`src/rtl/agu_pkg.sv`:
```
package agu_pkg;
  typedef enum logic [2:0] {
    OP_NONE,
    OP_INC,
    OP_DEC,
    OP_ADDIX,
    OP_SUBIX
  } agu_op_e;
endpackage

```
`src/rtl/agu_mask.sv`:
```
module agu_mask #(
  parameter int W = 16
) (
  input  logic [W-1:0] wr_i,
  output logic [W-1:0] m_o
);
  localparam int ST = $clog2(W);
  logic [W-1:0] smear [ST+1];

  assign smear[0] = wr_i;
  for (genvar g = 0; g < ST; g++) begin : g_smear
    assign smear[g+1] = smear[g] | (smear[g] >> (1 << g));
  end
  assign m_o = smear[ST] | W'(1);
endmodule

```
`src/rtl/agu_next.sv`:
```
module agu_next
  import agu_pkg::*;
#(
  parameter int W = 16
) (
  input  agu_op_e      op_i,
  input  logic [W-1:0] ar_i,
  input  logic [W-1:0] ix_i,
  input  logic [W-1:0] wr_i,
  output logic [W-1:0] nar_o
);
  localparam int XW = W + 2;

  logic [W-1:0] m, wr_p1, am, xm;
  logic [W-1:0] a_inc, a_dec, a_add, a_sub;
  logic signed [XW-1:0] am_s, xm_s, m_s, lim_s, t_dec, t_add, t_sub;
  logic inc_wrap, dec_wrap, add_fwd, add_back, sub_neg, sub_fwd, sub_back;

  agu_mask #(.W(W)) u_mask (.wr_i(wr_i), .m_o(m));

  assign wr_p1 = wr_i + W'(1);
  assign am    = ar_i & m;
  assign xm    = ix_i & m;
  assign am_s  = {2'b00, am};
  assign xm_s  = {2'b00, xm};
  assign m_s   = {2'b00, m};
  assign lim_s = m_s - {2'b00, wr_i};

  // increment: carry span reaching past the buffer means wrap
  assign a_inc    = ar_i + W'(1);
  assign inc_wrap = {1'b0, a_inc ^ ar_i} >= {wr_i, 1'b1};

  assign a_dec    = ar_i - W'(1);
  assign t_dec    = am_s - XW'(1);
  assign dec_wrap = t_dec < lim_s;

  assign a_add    = ar_i + ix_i;
  assign t_add    = am_s + xm_s - m_s - XW'(1);
  assign add_fwd  = !ix_i[W-1] && !t_add[XW-1];
  assign add_back = ix_i[W-1] && (t_add < lim_s);

  assign a_sub    = ar_i - ix_i;
  assign t_sub    = am_s - xm_s;
  assign sub_neg  = ix_i[W-1] && (|ix_i[W-2:0]);
  assign sub_fwd  = sub_neg && !t_sub[XW-1];
  assign sub_back = !sub_neg && (t_sub < lim_s);

  always_comb begin
    unique case (op_i)
      OP_INC:   nar_o = inc_wrap ? a_inc - wr_p1 : a_inc;
      OP_DEC:   nar_o = dec_wrap ? a_dec + wr_p1 : a_dec;
      OP_ADDIX: nar_o = add_fwd ? a_add - wr_p1 : (add_back ? a_add + wr_p1 : a_add);
      OP_SUBIX: nar_o = sub_fwd ? a_sub - wr_p1 : (sub_back ? a_sub + wr_p1 : a_sub);
      default:  nar_o = ar_i;
    endcase
  end
endmodule

```
`src/rtl/agu_regfile.sv`:
```
module agu_regfile #(
  parameter int W     = 16,
  parameter int N     = 4,
  parameter int IDX_W = $clog2(N),
  parameter int SEL_W = $clog2(3 * N)
) (
  input  logic                clk_i,
  input  logic                rst_ni,
  input  logic                wr_en_i,
  input  logic [SEL_W-1:0]    wr_sel_i,
  input  logic [W-1:0]        wr_data_i,
  input  logic                upd_en_i,
  input  logic [IDX_W-1:0]    upd_idx_i,
  input  logic [W-1:0]        upd_val_i,
  output logic [N-1:0][W-1:0] ar_o,
  output logic [N-1:0][W-1:0] ix_o,
  output logic [N-1:0][W-1:0] wr_o
);
  logic [W-1:0] ar_q [N];
  logic [W-1:0] ix_q [N];
  logic [W-1:0] wr_q [N];

  for (genvar g = 0; g < N; g++) begin : g_reg
    always_ff @(posedge clk_i or negedge rst_ni) begin
      if (!rst_ni)                                          ar_q[g] <= '0;
      else if (upd_en_i && upd_idx_i == IDX_W'(g))          ar_q[g] <= upd_val_i;
      else if (wr_en_i && wr_sel_i == SEL_W'(g))            ar_q[g] <= wr_data_i;
    end
    always_ff @(posedge clk_i or negedge rst_ni) begin
      if (!rst_ni)                                          ix_q[g] <= '0;
      else if (wr_en_i && wr_sel_i == SEL_W'(g + N))        ix_q[g] <= wr_data_i;
    end
    always_ff @(posedge clk_i or negedge rst_ni) begin
      if (!rst_ni)                                          wr_q[g] <= '0;
      else if (wr_en_i && wr_sel_i == SEL_W'(g + 2 * N))    wr_q[g] <= wr_data_i;
    end
    assign ar_o[g] = ar_q[g];
    assign ix_o[g] = ix_q[g];
    assign wr_o[g] = wr_q[g];
  end
endmodule

```
`src/rtl/modulo_agu.sv`:
```
module modulo_agu
  import agu_pkg::*;
#(
  parameter int ADDR_W = 16,
  parameter int NUM_AR = 4,
  localparam int IDX_W = $clog2(NUM_AR),
  localparam int SEL_W = $clog2(3 * NUM_AR)
) (
  input  logic              clk_i,
  input  logic              rst_ni,
  input  logic              op_valid_i,
  input  logic [15:0]       op_code_i,
  input  logic              wr_en_i,
  input  logic [SEL_W-1:0]  wr_sel_i,
  input  logic [ADDR_W-1:0] wr_data_i,
  output logic [ADDR_W-1:0] addr_o,
  output logic              done_o,
  output logic              idx_flag_o
);
  agu_op_e                      op_kind;
  logic [IDX_W-1:0]             dst, src;
  logic                         go;
  logic [NUM_AR-1:0][ADDR_W-1:0] ar_all, ix_all, wr_all;
  logic [ADDR_W-1:0]            nar;
  logic [ADDR_W-1:0]            addr_q;
  logic                         done_q, flag_q;

  assign dst = op_code_i[IDX_W-1:0];
  assign src = op_code_i[2*IDX_W-1:IDX_W];

  always_comb begin
    op_kind = OP_NONE;
    if      ((op_code_i & 16'hFFFC) == 16'h0004) op_kind = OP_DEC;
    else if ((op_code_i & 16'hFFFC) == 16'h0008) op_kind = OP_INC;
    else if ((op_code_i & 16'hFFFC) == 16'h000C) op_kind = OP_SUBIX;
    else if ((op_code_i & 16'hFFF0) == 16'h0010) op_kind = OP_ADDIX;
  end

  assign go = op_valid_i && (op_kind != OP_NONE);

  agu_regfile #(.W(ADDR_W), .N(NUM_AR)) u_rf (
    .clk_i     (clk_i),
    .rst_ni    (rst_ni),
    .wr_en_i   (wr_en_i),
    .wr_sel_i  (wr_sel_i),
    .wr_data_i (wr_data_i),
    .upd_en_i  (go),
    .upd_idx_i (dst),
    .upd_val_i (nar),
    .ar_o      (ar_all),
    .ix_o      (ix_all),
    .wr_o      (wr_all)
  );

  agu_next #(.W(ADDR_W)) u_next (
    .op_i  (op_kind),
    .ar_i  (ar_all[dst]),
    .ix_i  (ix_all[dst]),
    .wr_i  (wr_all[dst]),
    .nar_o (nar)
  );

  always_ff @(posedge clk_i or negedge rst_ni) begin
    if (!rst_ni) begin
      addr_q <= '0;
      done_q <= 1'b0;
      flag_q <= 1'b0;
    end else begin
      done_q <= go;
      flag_q <= go && (op_kind == OP_ADDIX) && (src != dst);
      if (go) addr_q <= nar;
    end
  end

  assign addr_o     = addr_q;
  assign done_o     = done_q;
  assign idx_flag_o = flag_q;
endmodule

```
`config.mk`:
```
export PLATFORM = sky130hd
export DESIGN_NAME = modulo_agu
export DESIGN_NICKNAME = d
export VERILOG_FILES = /design/src/rtl/agu_pkg.sv /design/src/rtl/agu_mask.sv /design/src/rtl/agu_next.sv /design/src/rtl/agu_regfile.sv /design/src/rtl/modulo_agu.sv
export SDC_FILE = /design/constraint.sdc
export NUM_CORES = 1
export LEC_CHECK = 0
export ABC_CLOCK_PERIOD_IN_PS = 10100
export BUFFER_PORTS_ARGS = -buffer_cell sky130_fd_sc_hd__buf_2
export CAP_MARGIN = 25
export CORE_UTILIZATION = 50
export DETAILED_ROUTE_END_ITERATION = 10
export GPL_ROUTABILITY_DRIVEN = 0
export GPL_TIMING_DRIVEN = 0
export PLACE_DENSITY = 0.66
export SYNTH_ARGS = -nofsm -noshare
export SYNTH_HDL_FRONTEND = slang
export SYNTH_HIERARCHICAL = 1
export SYNTH_SLANG_ARGS = --single-unit
```
`constraint.sdc`:
```
create_clock -name clk_i -period 10.1 [get_ports clk_i]
set_clock_uncertainty 0.15 [all_clocks]
set_input_delay 1.01 -clock clk_i [delete_from_list [all_inputs] [get_ports clk_i]]
set_output_delay 1.01 -clock clk_i [all_outputs]
set_load 0.02 [all_outputs]
```
==> metrics.cfg, run 1 <==
[synth]
synth_cell_type_count = 112
synth-seq-cells = 210
synth_edf_count = 0
synthesis.yosys.warnings = 6
syn_area_per_cell_um2 = 8.856
synth_fp_nets = 2860
synth_cells = 2555
yosysSeqAreaShare_pct = 23.22
syn_area_um2 = 22630
synth_flop_cell = dfrtp_1
async_flop_share_pct = 100.0

[sta]
holdWs_ps = 339.4
hold_viol = 0
period_needed_ps = 9711
worst_slew_pin_slew_ps = 1082
setup_viol = 0
drv_slew = 0
max_slew_margin_pct = 27.32
min_period_over_period_pct = 96.15
fmax_ghz = 0.1030

[placement]
post_dp_cell_area_um2 = 23690
portBuffers = 57
dp_hpwl_um = 60080

[worst_setup_path]
crit_start = op_code_i[0]
cpPeakStageDelay_ps = 650
cpMaxStageDelayCell = mux4_2
r2r_start = u_rf/wr_o[63]
cp_max_fo = 10
timing.rr.end = u_rf/ar_o[38]
cp.arrival_ps = 9980
critPathLaunchType = primary input
path_class = in -> reg
cp_common_cell = nor2_1
rr_worst_depth = 38
endpoint_kind = flop
ff2ff_setup_slack_ps = 1160
endpoint = u_rf/ar_o[38]
crit_required_ps = 10370

[clock_network]
cts_root_buf = clkbuf_16
clk_pin_slew_ps = 60
htreeDepth = 1
clock-sinks = 210
numCtsBuffers = 21
clk_latency_ps = 510
cts_tree = done
hold_buffers = 0
cts_buffer_depth = 3

[grt]
grt-ovfl-total = 0
antenna_found_initial = 0
grt_pass1_wl_um = 117900
grt_usage_pct = 32.59
grt_max_degree = 116
grt_pass1_vias = 20650

[min_path]
holdPathStages = 1
hold_class = reg -> reg

[die]
core_area_um2 = 44410
pin_count = 58
std_cell_rows = 77
die_x_um = 214.7
start_util_pct = 50.95
dieArea_um2 = 46110
die_h_um = 214.7

[final_layout]
drive_gt1_share_pct = 16.24
nNetsFinal = 2951
diodes = 0
fin_area_um2 = 24580
syn_to_final_growth_pct = 8.638

[route]
drt-total-wl_um = 76250
vias = 21010
drt_iter0_markers = 2318
ant_nets = 0
wire_per_inst_um = 23.45
drc = 0
firstDrtPassIters = 9
viasPerCell = 6.461

[run_status]
status = completed

[pwr]
leakage_nw = 11.31
irDropWorstVdd_mv = 0.2008
power_density_nw_per_um2 = 333.2

[flow_run]
cap_violations = 0

## worst min-delay path by stage
stage	from	end	slack (ps)
after floorplan	u_rf/wr_o[30]	u_rf/wr_o[30]	300
after global placement	u_rf/ix_o[30]	u_rf/ix_o[30]	310
after detailed placement	u_rf/wr_o[30]	u_rf/wr_o[30]	330
after CTS	u_rf/wr_o[30]	u_rf/wr_o[30]	340
after global routing	u_rf/wr_o[30]	u_rf/wr_o[30]	360
final	u_rf/wr_o[30]	u_rf/wr_o[30]	340
## cell type report
cell class	instances	area, µm²
Timing Repair Buffer	70	437.9
Inverter	186	698.2
Buffer	135	765.7
Fill cell	3980	19830
Clock inverter	6	38.79
Clock buffer	31	613.1
Tap cell	592	740.7
Multi-Input combinational cell	2022	16030
Sequential cell	210	5255
## flip-flops by register name, indices dropped and copies added (netlist names)
signal and flops:
done_o 1, u_rf/ar_o 64, addr_o 16, u_rf/ix_o 64
idx_flag_o 1, u_rf/wr_o 64
## layer usage
metal  track usage [%]  routed length, µm  vias up
met5                 0                  0        -
met1             42.64              31190    10190
met4             17.31               4409        0
met2             52.36              34200     1093
met3             4.444               6450      225
li1                  -                  -     9509
## through the flow
stage	std cells	utilization (%)	power, mW	setup WS [ps]	TNS, ps
after floorplan	2555	-	5.558	1233	0
after global placement	3204	53.26	6.969	-1441	-86110
after detailed placement	3205	53.34	7.106	-1650	-99770
after CTS	3251	55.20	7.966	19.83	0
after global routing	3252	55.35	8.800	-29.38	-29.38
final	3252	55.35	8.190	388.7	0
## where the power goes
group          switching (mW)  internal, mW  total, mW
registers              0.0904          1.01       1.10
logic                    3.90          2.44       6.34
clock network           0.329         0.421      0.751
total                    4.31          3.88       8.19
## worst max-delay path: cells and delay by family
family	cells	cell delay, ps
xor+xnor	1	80
mux	1	650
fa+ha+maj	3	730
compound gates	14	3160
simple gates	15	3110
buf+inv	7	1230
## cells in the final DEF, fill, tap and decap left out, drive strengths merged, types with 18 or more instances in the layout
master	synthesis	final
ha	253	253
nor2	212	212
dfrtp	210	210
inv	186	187
o21ai	157	157
a21oi	151	151
mux2	147	147
buf	60	130
nand2	125	125
xnor2	109	109
clkbuf	75	104
nand3	102	102
a31oi	77	77
nor3	62	62
xor2	61	61
mux4	48	48
a21o	46	46
and3	29	29
o21bai	28	28
or3	25	25
nor2b	24	24
nand2b	23	23
o211ai	20	20
o21a	20	20
a211oi	20	20
and2	18	18
## cells in the mapped netlist (71+ instances only)
master / count / area share [%]
ha_1: 253 / 14
dfrtp_1: 210 / 23
nor2_1: 202 / 3.4
inv_1: 185 / 3.1
a21oi_1: 149 / 3.3
mux2_2: 135 / 6.7
nand2_1: 124 / 2.1
xnor2_1: 109 / 4.2
nand3_1: 102 / 2.3
o21ai_0: 85 / 1.9
a31oi_1: 77 / 2.1
clkbuf_1: 72 / 1.2
o21ai_1: 71 / 1.6
## kinds of logic after synthesis
group,count (synthesis),share of synthesized area (%)
compound gates,687,20.06
simple gates,687,15.57
buf+inv,323,6.426
fa+ha+maj,265,15.05
mux,211,12.97
flops,210,23.22
xor+xnor,171,6.680
other cells,1,0.01657
## repair_timing
action                                 in CTS  in global routing
gates resized for setup                    17                 16
setup endpoints to repair                  80                 80
setup buffers                               9                  2
endpoints found under the hold margin       0                  0
pin swaps                                   7                  4
(Power assumes the default switching activity.)
==> run 2: changes to the inputs <==
- SYNTH_HIERARCHICAL: 1 -> unset
==> run 2 against run 1 <==
Net effect:
- clock power increased by 9.9%
- power increased by 5.0%
- fmax increased by 0.61%
- register-to-register slack got worse by 390 ps
- flip-flop and latch count unchanged
- sequential share of layout area increased by 0.097 points
- critical endpoint is now u_rf.ar_o[36]
- highest routed layer unchanged
==> metrics.cfg, run 2 <==
[grt]
grt_max_degree = 131  ; +13%
grt_pass1_vias = 19710  ; -4.6%
grt-ovfl-total = 0  ; unchanged
antenna_found_initial = 1  ; +1
grt_usage_pct = 33.46  ; +0.88 points
grt_pass1_wl_um = 116000  ; -1.6%

[synth]
synth_edf_count = 0  ; unchanged
synth_flop_cell = dfrtp_1
synth.most_common_cell = ha_1
synth-seq-cells = 210  ; unchanged
synth_top_area_share_pct = 23.54  ; +0.32 points
yosysSeqAreaShare_pct = 23.54  ; +0.32 points
async_flop_share_pct = 100.0  ; unchanged
synth_fp_nets = 2816  ; -1.5%
synth_area_leaders = dfrtp_1 (24%), ha_1 (14%), mux2_2 (8.8%)
synth_cell_type_count = 93  ; -17%
synth_top_area_cell = dfrtp_1
synthesis.yosys.warnings = 0  ; -6
syn_area_per_cell_um2 = 8.866  ; +0.11%
synth_common_cells = ha_1 (246), dfrtp_1 (210), nor2_1 (202)
syn_area_um2 = 22320  ; -1.3%
synth_cells = 2518  ; -1.4%

[worst_setup_path]
crit_required_ps = 10380  ; about the same
cp.arrival_ps = 9930  ; -50 ps
cpMaxStageDelayCell = a211oi_2
crit_start = op_code_i[1]
cp_max_fo = 10  ; unchanged
cpPeakStageDelay_ps = 540  ; -110 ps
path_class = in -> reg
r2r_start = u_rf.wr_o[63]
endpoint_kind = flop
critPathLaunchType = primary input

[clock_network]
cts_buffer_depth = 3  ; unchanged
clock-sinks = 210  ; unchanged
clk_pin_slew_ps = 70  ; about the same
numCtsBuffers = 20  ; -4.8%
cts_tree = done
cts_root_buf = clkbuf_16
htreeDepth = 1  ; unchanged
clk_latency_ps = 510  ; about the same
hold_buffers = 0  ; unchanged

[route]
wire_per_inst_um = 23.79  ; +1.5%
viasPerCell = 6.413  ; -0.74%
ant_nets = 0  ; unchanged
vias = 20650  ; -1.7%
drc = 0  ; unchanged
drt_iter0_markers = 2232  ; -3.7%
firstDrtPassIters = 5  ; -4
drt-total-wl_um = 76580  ; +0.44%

[pwr]
power.total_mw = 8.597  ; +5.0%
leakage_nw = 11.06  ; -2.2%
power_density_nw_per_um2 = 351.3  ; +5.4%
irDropWorstVdd_mv = 0.1632  ; -19%

[sta]
worst_slack_ps = 447.5  ; +58.71 ps
min_period_over_period_pct = 95.57  ; -0.58 points
setup_viol = 0  ; unchanged
period_needed_ps = 9653  ; -58.71 ps
holdWs_ps = 324.7  ; -14.66 ps
max_slew_margin_pct = 23.68  ; -3.6 points
fmax_ghz = 0.1036  ; +0.61%
drv_slew = 0  ; unchanged
hold_viol = 0  ; unchanged
worst_slew_pin_slew_ps = 1113  ; +31.01 ps

[final_layout]
syn_to_final_growth_pct = 9.612
mostFrequentLayoutCell = ha_1
fin_area_um2 = 24470  ; -0.45%
nFillCells = 4097  ; +2.9%
layout_common_cells = ha_1 (245), dfrtp_1 (210), nor2_1 (199), mux2_2 (175), a21oi_1 (171)
drive_gt1_share_pct = 15.50  ; -0.74 points
nNetsFinal = 2910  ; -1.4%

[die]
start_util_pct = 50.59  ; -0.35 points
dieArea_um2 = 45500  ; -1.3%
pin_count = 58  ; unchanged
core_area_um2 = 44120  ; -0.65%
std_cell_rows = 77  ; unchanged
die_x_um = 213.3  ; -0.67%
die_h_um = 213.3  ; -0.67%

[min_path]
hold_class = in -> async

[placement]
place_worst_setup_slack_ps = -1789  ; -139.5 ps
post_dp_cell_area_um2 = 23430  ; -1.1%
portBuffers = 57  ; unchanged
dp_hpwl_um = 60730  ; +1.1%

[run_status]
status = completed

[flow_run]
cap_violations = 0  ; unchanged

==> run 2: final timing paths <==
kind                                      end  slack (ps)  depth (start not counted)
worst max-delay path            u_rf.ar_o[36]         450                         43
worst min-delay path            u_rf.ar_o[10]         320                          1
worst max register to register  u_rf.ar_o[36]         770                         37
worst min register to register      addr_o[9]         340                          2
max in group asynchronous       u_rf.ix_o[45]        8370                          2
min in group clk_i                  addr_o[9]         340                          2
==> run 2: where the power goes <==
group	total [mW]	switching, mW	internal [mW]
clock	0.825	0.328	0.498
combinational	6.66	4.12	2.55
sequential	1.11	0.0893	1.02
total	8.60	4.53	4.06
==> run 2: metrics by stage <==
step,TNS (ps),util (%),cells
after floorplan,0,-,2518
after global placement,-124180,52.92,3167
after detailed placement,-124570,53.09,3173
after CTS,0,55.17,3211
after global routing,-30.53,55.45,3218
final,0,55.46,3219
==> run 2: kinds of logic after synthesis <==
kind of cell	count (synthesis)	share of synthesized area, %
AOI/OAI and AO/OA	634	19.19
and+or+nand+nor	707	15.91
xor gates and xnor gates	167	6.552
buffers and inverters	291	5.078
muxes	251	14.87
adders and majority gates	258	14.86
DFF	210	23.54
==> run 2: critical path, delay by kind of cell <==
family                     cells  cell delay, ps
AOI/OAI and AO/OA             15            3320
xor gates and xnor gates       1             140
buffers and inverters          8            1500
adders and majority gates      3            1050
muxes                          1             450
and+or+nand+nor               15            2420
==> run 2: area by class of cell <==
class / instances / area [µm²] / area share [%]
tap: 592 / 740.7 / 3.027
inverter: 168 / 630.6 / 2.577
buffer: 116 / 489.2 / 1.999
timing repair buffer: 79 / 515.5 / 2.107
sequential: 210 / 5255 / 21.48
clock buffer: 25 / 559.3 / 2.286
multi-input combinational: 2017 / 16110 / 65.83
antenna: 1 / 2.502 / 0.01023
clock inverter: 11 / 168.9 / 0.6903
==> run 2: metal layers <==
metal | vias up | GRT usage [%] | routed length (µm)
met2 | 1022 | 52.98 | 34180
met3 | 205 | 5.236 | 7113
met1 | 10030 | 45.06 | 31490
met4 | 0 | 14.95 | 3791
met5 | - | 0 | 0
li1 | 9392 | - | -
==> run 2: timing repair <==
action | CTS | global route
setup buffers | 6 | 10
endpoints found under the hold margin | 0 | 0
pin swaps | 9 | 7
setup endpoints to repair | 80 | 80
resized for setup | 23 | 17
